$ cat src/rtl/mat_mul_engine.sv
module mat_mul_engine #(
  parameter int DW    = 16,
  parameter int AW    = 16,
  parameter int NW    = 7,
  parameter int ACC_W = 40
) (
  input  logic                    clk,
  input  logic                    rst_n,
  input  logic                    start,
  input  logic [NW-1:0]           n_size,
  input  logic [AW-1:0]           base_a,
  input  logic [AW-1:0]           base_b,
  input  logic [AW-1:0]           base_c,
  output logic                    rd_en,
  output logic [AW-1:0]           rd_addr_a,
  output logic [AW-1:0]           rd_addr_b,
  input  logic signed [DW-1:0]    rd_data_a,
  input  logic signed [DW-1:0]    rd_data_b,
  output logic                    wr_en,
  output logic [AW-1:0]           wr_addr,
  output logic signed [ACC_W-1:0] wr_data,
  output logic                    done
);

  localparam int PW = 2 * DW;

  typedef enum logic [1:0] {S_IDLE, S_RUN, S_DRAIN} state_t;
  state_t state;

  logic [NW-1:0] k_cnt, j_cnt, i_cnt;
  logic [AW-1:0] row_base, pa, pb;
  logic [AW-1:0] n_ext, j_ext;
  logic [NW-1:0] n_last;
  logic          k_end, j_end, i_end, issue;

  assign n_ext  = {{(AW-NW){1'b0}}, n_size};
  assign j_ext  = {{(AW-NW){1'b0}}, j_cnt};
  assign n_last = n_size - 1'b1;
  assign k_end  = (k_cnt == n_last);
  assign j_end  = (j_cnt == n_last);
  assign i_end  = (i_cnt == n_last);
  assign issue  = (state == S_RUN);

  assign rd_en     = issue;
  assign rd_addr_a = base_a + pa;
  assign rd_addr_b = base_b + pb;

  // Address walk: pointers only add 1 or N, row base only adds N.
  always_ff @(posedge clk) begin
    if (!rst_n) begin
      state    <= S_IDLE;
      k_cnt    <= '0;
      j_cnt    <= '0;
      i_cnt    <= '0;
      row_base <= '0;
      pa       <= '0;
      pb       <= '0;
    end else begin
      case (state)
        S_IDLE: if (start) begin
          state    <= S_RUN;
          k_cnt    <= '0;
          j_cnt    <= '0;
          i_cnt    <= '0;
          row_base <= '0;
          pa       <= '0;
          pb       <= '0;
        end
        S_RUN: begin
          if (k_end) begin
            k_cnt <= '0;
            if (j_end) begin
              j_cnt <= '0;
              if (i_end) begin
                state <= S_DRAIN;
              end else begin
                i_cnt    <= i_cnt + 1'b1;
                row_base <= row_base + n_ext;
                pa       <= row_base + n_ext;
                pb       <= '0;
              end
            end else begin
              j_cnt <= j_cnt + 1'b1;
              pa    <= row_base;
              pb    <= j_ext + 1'b1;
            end
          end else begin
            k_cnt <= k_cnt + 1'b1;
            pa    <= pa + 1'b1;
            pb    <= pb + n_ext;
          end
        end
        S_DRAIN: if (done) state <= S_IDLE;
        default: state <= S_IDLE;
      endcase
    end
  end

  // Stage aligned with returning read data.
  logic          vld_q, first_q, last_q, fin_q, fin2_q;
  logic [AW-1:0] off_q;
  logic signed [PW-1:0]    prod;
  logic signed [ACC_W-1:0] acc, acc_nxt;

  assign prod    = rd_data_a * rd_data_b;
  assign acc_nxt = (first_q ? '0 : acc) + ACC_W'(prod);

  always_ff @(posedge clk) begin
    if (!rst_n) begin
      vld_q   <= 1'b0;
      first_q <= 1'b0;
      last_q  <= 1'b0;
      fin_q   <= 1'b0;
      fin2_q  <= 1'b0;
      off_q   <= '0;
      acc     <= '0;
      wr_en   <= 1'b0;
      wr_addr <= '0;
      wr_data <= '0;
      done    <= 1'b0;
    end else begin
      vld_q   <= issue;
      first_q <= (k_cnt == '0);
      last_q  <= k_end;
      fin_q   <= k_end & j_end & i_end;
      off_q   <= row_base + j_ext;
      if (vld_q) acc <= acc_nxt;
      wr_en   <= vld_q & last_q;
      if (vld_q & last_q) begin
        wr_data <= acc_nxt;
        wr_addr <= base_c + off_q;
      end
      fin2_q  <= vld_q & last_q & fin_q;
      done    <= fin2_q;
    end
  end

  AST_A_STRIDE: assert property (@(posedge clk) disable iff (!rst_n)
    (rd_en && k_cnt != '0) |-> rd_addr_a == $past(rd_addr_a) + 1'b1);
  AST_B_STRIDE: assert property (@(posedge clk) disable iff (!rst_n)
    (rd_en && k_cnt != '0) |-> rd_addr_b == $past(rd_addr_b) + n_ext);
  AST_DONE_PULSE: assert property (@(posedge clk) disable iff (!rst_n)
    done |=> !done);
  AST_QUIET_IDLE: assert property (@(posedge clk) disable iff (!rst_n)
    (state == S_IDLE) |-> (!rd_en && !wr_en && !done));
  AST_DONE_AFTER_WR: assert property (@(posedge clk) disable iff (!rst_n)
    done |-> $past(wr_en));

endmodule

$ cat config.mk
export PLATFORM = sky130hd
export DESIGN_NAME = mat_mul_engine
export DESIGN_NICKNAME = d
export VERILOG_FILES = /design/src/rtl/mat_mul_engine.sv
export SDC_FILE = /design/constraint.sdc
export NUM_CORES = 1
export LEC_CHECK = 0
export BUFFER_PORTS_ARGS = -buffer_cell sky130_fd_sc_hd__clkbuf_2
export CAP_MARGIN = 20
export CORE_MARGIN = 2
export CORE_UTILIZATION = 55
export CTS_CLUSTER_SIZE = 24
export DETAILED_ROUTE_END_ITERATION = 6
export GPL_TIMING_DRIVEN = 0
export PLACE_DENSITY = 0.74
export SYNTH_ARGS = -nofsm -noshare
export SYNTH_HDL_FRONTEND = slang
export SYNTH_SLANG_ARGS = --single-unit
$ cat constraint.sdc
create_clock -name clk -period 13.4 [get_ports clk]
set_input_delay 2.68 -clock clk [delete_from_list [all_inputs] [get_ports clk]]
set_output_delay 2.68 -clock clk [all_outputs]
set_load 0.03 [all_outputs]
==> Word level (Yosys, flattened, before mapping) <==
Cells that the tools add are included.
{ "word_totals": {"rom_bits": 0, "reg_bits": 190, "in_bits": 90, "latch_bits": 0, "elab_cells": 85, "memories": 0, "ram_bits": 0} }
{ "op_classes": {"div": 0, "mul": 1, "n_mux": 29, "n_bitwise": 4, "magnitude_cmp": 0, "n_eq_ne": 12, "shifts": 0, "n_addsub": 13, "reduce_logical": 8} }
{ "ops": {"columns": ["op", "count"], "rows": [
  ["2-to-1 mux 16 bit", 9],
  ["one-hot mux 16 bit (2 select lines)", 3],
  ["2-to-1 mux 7 bit", 7],
  ["adder 16 bit", 3],
  ["adder 16 x 7 -> 16 bit", 3],
  ["one-hot mux 7 bit (2 select lines)", 3],
  ["adder 40 bit", 1],
  ["2-to-1 mux 40 bit", 1],
  ["multiplier 16 x 16 -> 32 bit", 1],
  ["adder 7 x 1 -> 7 bit, second input constant", 3],
  ["equality test 7 bit", 3],
  ["adder 16 x 1 -> 16 bit, second input constant", 1],
  ["2-to-1 mux 2 bit", 5],
  ["AND reduction 5 bit", 2],
  ["adder 7 x 1 -> 8 bit, second input constant", 1],
  ["zero test 7 bit", 1],
  ["subtractor 7 x 1 -> 7 bit, second input constant", 1],
  ["!= test 2 x 1 -> 1 bit, second input constant", 3],
  ["!= test 2 bit, second input constant", 3],
  ["one-hot mux 2 bit (3 select lines)", 1],
  ["AND reduction 3 bit", 2],
  ["bitwise AND 1 bit", 4],
  ["!= test 4 bit, second input constant", 1],
  ["equality test 2 x 1 -> 1 bit, second input constant", 1],
  ["other kinds (4)", 4]
]} }

==> Logic depth before layout (Yosys ltp) <==
{ "depth": {"word_depth": 6, "depth_mapped": 42, "ltp_nobuf": 41} }

==> Worst setup path after synthesis <==
No wires, ideal clock.
{ "synth_path": {"kind": "input to register", "from": "in rd_data_a[10]", "to": "reg wr_data[37]", "n_path_buf": 1, "path_slack_ns": 2.471, "arrival_time_ns": 10.859, "setup_time_ns": 0.070, "cell_stages": 36, "cell_sequence": "clkbuf_1 -> nand2_1 -> fa_1 -> fa_1 -> fa_1 -> fa_1 -> inv_1 -> fa_1 -> fa_1 -> ha_1 -> a211o_1 -> o22ai_1 -> o21ai_1 -> a41o_1 -> a22o_1 -> nor4_1 -> nor3_1 -> o31ai_1 -> nand2b_1 -> a21o_1 -> a21oi_1 -> xnor2_1 -> ha_1 -> a21o_1 -> a21o_1 -> a21oi_1 -> o21ai_0 -> a31oi_2 -> a21oi_1 -> and2_1 -> a221o_1 -> a21oi_2 -> o21bai_1 -> mux2i_1 -> or3_1 -> a21oi_1"} }
{ "synth_between": {"elab_chain_cells": 2} }
{ "synth_lines": {"columns": ["item", "line", "text"], "rows": [
  ["from (decl)", "17", "input logic signed [DW-1:0] rd_data_a,"],
  ["multiplier 16 x 16 -> 32 bit", "105", "assign prod = rd_data_a * rd_data_b;"],
  ["adder 40 bit", "106", "assign acc_nxt = (first_q ? '0 : acc) + ACC_W'(prod);"],
  ["to (signal assigned)", "130", "wr_data <= acc_nxt;"],
  ["to (decl)", "21", "output logic signed [ACC_W-1:0] wr_data,"]
]} }
Every way passes these cells.
A chain may end at the register's enable or synchronous reset.

==> Worst setup path in the final report <==
{ "layout_path": {"from": "in rd_data_a[3]", "to": "reg wr_data[37]"} }
The elaborated chain is that of the path after synthesis.

==> results.sh <==
export IMPL_rr_worst_depth=18
export IMPL_ff_latch_area_mm2=0.00380
export IMPL_ctsResizeCount=0
export IMPL_clk_pin_slew_ns=0.07
export IMPL_yosysUniqueCellTypes=70
export IMPL_grt_max_degree=18
export IMPL_min_from="fin2_q"
export IMPL_htree_num_levels=4
export IMPL_start_util_pct=56.0
export IMPL_synth_seq_cells=190
export IMPL_fmax_ghz=0.0827
export IMPL_synth_enable_flop_cells=0
export IMPL_r2r_end="wr_data[37]"
export IMPL_portBuffers=179
export IMPL_met2_length_mm=28.2
export IMPL_ys_seq_area_share_pct=17.0
export IMPL_multi_input_area_mm2=0.0168
export IMPL_routed_wl_met3_mm=3.33
export IMPL_die_h_um=206
export IMPL_synth_area_mm2=0.0223
export IMPL_fin_cells=3371
export IMPL_r2r_setup_slack_ns=8.10
export IMPL_period_minus_slack_ns=12.09
export IMPL_die_area_mm2=0.0422
export IMPL_firstDrtPassIters=5
export IMPL_synth_adder_area_share_pct=34.9
export IMPL_syn_to_final_growth_pct=9.60
export IMPL_clk_latency_ns=0.45
export IMPL_path_max_fanout=10
export IMPL_num_vias=18900
export IMPL_cts_buffers=17
export IMPL_wl_met1_mm=26.1
export IMPL_rsz0062_at_grt="false"
export IMPL_setup_viol=0
export IMPL_yosys_area_share_simple_pct=18.4
export IMPL_drtIter0Drc=1482
export IMPL_num_antenna_cells=0
export IMPL_layout_nets=3385
export IMPL_place_area_mm2=0.0239
export IMPL_postCtsHoldBufs=0
export IMPL_regToRegStartpoint="first_q"
export IMPL_min_path_cells=1
export IMPL_grt_pass1_wl_mm=97.6
export IMPL_synth_compound_area_share_pct=13.6
export IMPL_outcome="complete, no violations"
export IMPL_critPathArrivalTime_ns=12.47
export IMPL_antenna_left=0
export IMPL_cp_slowest_cell="fa_1"
export IMPL_critPathLaunchType="input pin"
export IMPL_setup_tns_final_ns=0
export IMPL_hp_class="register to register"
export IMPL_grt_pass1_vias=19300
export IMPL_grt_usage_pct=29.3
export IMPL_synth_xor_area_share_pct=7.22
export IMPL_cts_buffer_depth=2
export IMPL_worst_pin_slew_ns=0.960
export IMPL_fin_hold_ws_ns=0.447
export IMPL_synth_most_common_cell="inv_1"
export IMPL_synth_mux_area_share_pct=1.36
export IMPL_period_share_pct=90.2
export IMPL_cts_tree="done"
export IMPL_cp_end_kind="register"
export IMPL_maxCapViolCount=0
export IMPL_synth_top_family_by_area="adder cells"
export IMPL_place_hpwl_mm=48.9
export IMPL_timing_worst_setup_path_type="input pin to register"
export IMPL_hold_viol=0
export IMPL_post_cts_setup_buffers=0
export IMPL_ys_warn_count=0
export IMPL_slew_violations=0
export IMPL_routedWlPerCell_um=17.6
export IMPL_gp_congestion=0.974
export IMPL_fillers=3494
export IMPL_synthArstFlopShare_pct=0
export IMPL_synth_top_area_share_pct=24.1
export IMPL_syn_nets=3187
export IMPL_place_inst=3340
export IMPL_relSlewSlack_pct=36.0
export IMPL_yosys_top_cells_count="inv_1 (341), fa_1 (269), nand2_1 (261)"
export IMPL_core_mm2=0.0399
export IMPL_synth_area_top_cells="fa_1 (24%), dfxtp_1 (17%), ha_1 (11%)"
export IMPL_synthCells=2636
export IMPL_num_rows=73
export IMPL_min_to="done"
export IMPL_post_route_drc_count=0
export IMPL_wl_mm=59.4
export IMPL_cts_sinks=190
export IMPL_netlist_top_cell_by_area="fa_1"
export IMPL_worstPathRequired_ns=13.78
export IMPL_syn_avg_cell_area_um2=8.48
export IMPL_antenna_found_initial=0
export IMPL_ioPinCount=181
export IMPL_overflow=0
export IMPL_crit_top_cell="fa_1"
export IMPL_die_x_um=206
export IMPL_finalClockSkew_ns=0.00810
export IMPL_ys_flop_type="dfxtp_1"
export IMPL_final_area_mm2=0.0245
export IMPL_final_layout_size_suffix_gt1_share_pct=8.75
export IMPL_viasPerCell=5.61
export IMPL_top_layer="met4"
export IMPL_root_buffer="clkbuf_16"
export IMPL_cp_slowest_stage_delay_ns=0.55
worst max path at each step:
stage / startpoint / endpoint / slack, ns / depth (start not counted)
finish: rd_data_a[3] / wr_data[37] / 1.31 / 41
global route: rd_data_a[3] / wr_data[39] / 0.70 / 40
CTS: rd_data_a[3] / wr_data[37] / 1.45 / 41
detailed placement: rd_data_a[3] / wr_data[37] / 1.02 / 41
global placement: rd_data_a[9] / wr_data[37] / 1.14 / 40
floorplan: rd_data_a[10] / wr_data[37] / 2.47 / 36
routing by layer:
metal  up-vias  track usage (%)
li1       8961                -
met1      9260             39.7
met2       575             49.2
met3       110             3.39
met4         0             9.35
met5         -                0
cell type report:
type                    count  share of cell area [%]
inverters                 342                    5.29
well taps                 525                    2.68
plain buffers             103                    1.61
clock buffers              18                    1.79
multi-input cells        2001                    68.8
flip-flops and latches    190                    15.5
clock inverters            13                   0.623
repair buffers            179                    3.66
per-stage QoR:
stage          worst slack [ns]  util (%)
2_1_floorplan              2.47         -
3_3_place_gp               1.14      59.9
3_5_place_dp               1.02      59.9
4_1_cts                    1.45      61.3
5_1_grt                   0.704      61.3
6_report                   1.31      61.3
kinds of logic (layout without fill, tap and decap cells):
kind of cell    Yosys count  after routing
compound gates          474            474
xor+xnor                182            182
fa+ha+maj               461            461
buf+inv                 445            655
flops                   190            190
mux                      30             30
simple gates            854            854
critical path: cells and delay by family:
kind                       cells  cell delay, ns
AOI/OAI and AO/OA             19            3.71
muxes                          1            0.14
and+or+nand+nor                6            1.41
buffers and inverters          6            0.95
xor gates and xnor gates       1            0.21
adders and majority gates      8            3.34
registers in the layout (all words and copies together) (netlist names):
| signal | cells |
|---|---|
| row_base | 16 |
| pb | 16 |
| wr_addr | 16 |
| vld_q | 1 |
| done | 1 |
| off_q | 16 |
| acc | 40 |
| fin2_q | 1 |
| fin_q | 1 |
| j_cnt | 7 |
| pa | 16 |
| state | 2 |
| i_cnt | 7 |
| wr_en | 1 |
| first_q | 1 |
| k_cnt | 7 |
| wr_data | 40 |
| last_q | 1 |
placed cells by master, fill, tap and decap left out, types with 10 or more instances in the layout:
cell and instances:
clkbuf_1 89, inv_1 341, xnor2_1 116, nor3_1 34, a21o_1 62, o21a_1 18, nand2_1 261, dfxtp_1 190
clkbuf_2 179, nand4_1 18, o21bai_1 19, xor2_1 65, clkbuf_16 17, mux2i_1 28, nand3_1 34, nand2b_1 29
a211oi_1 32, fa_1 269, o21ai_0 94, and2_1 138, a21oi_1 149, a22oi_1 14, a31oi_1 11, ha_1 192
a22o_1 10, nor2_1 213, nor2b_1 60, and3_1 19
Power is left out: the tool's default activity adds up to more than one toggle a clock period on the data nets, which glitch-free logic cannot reach.
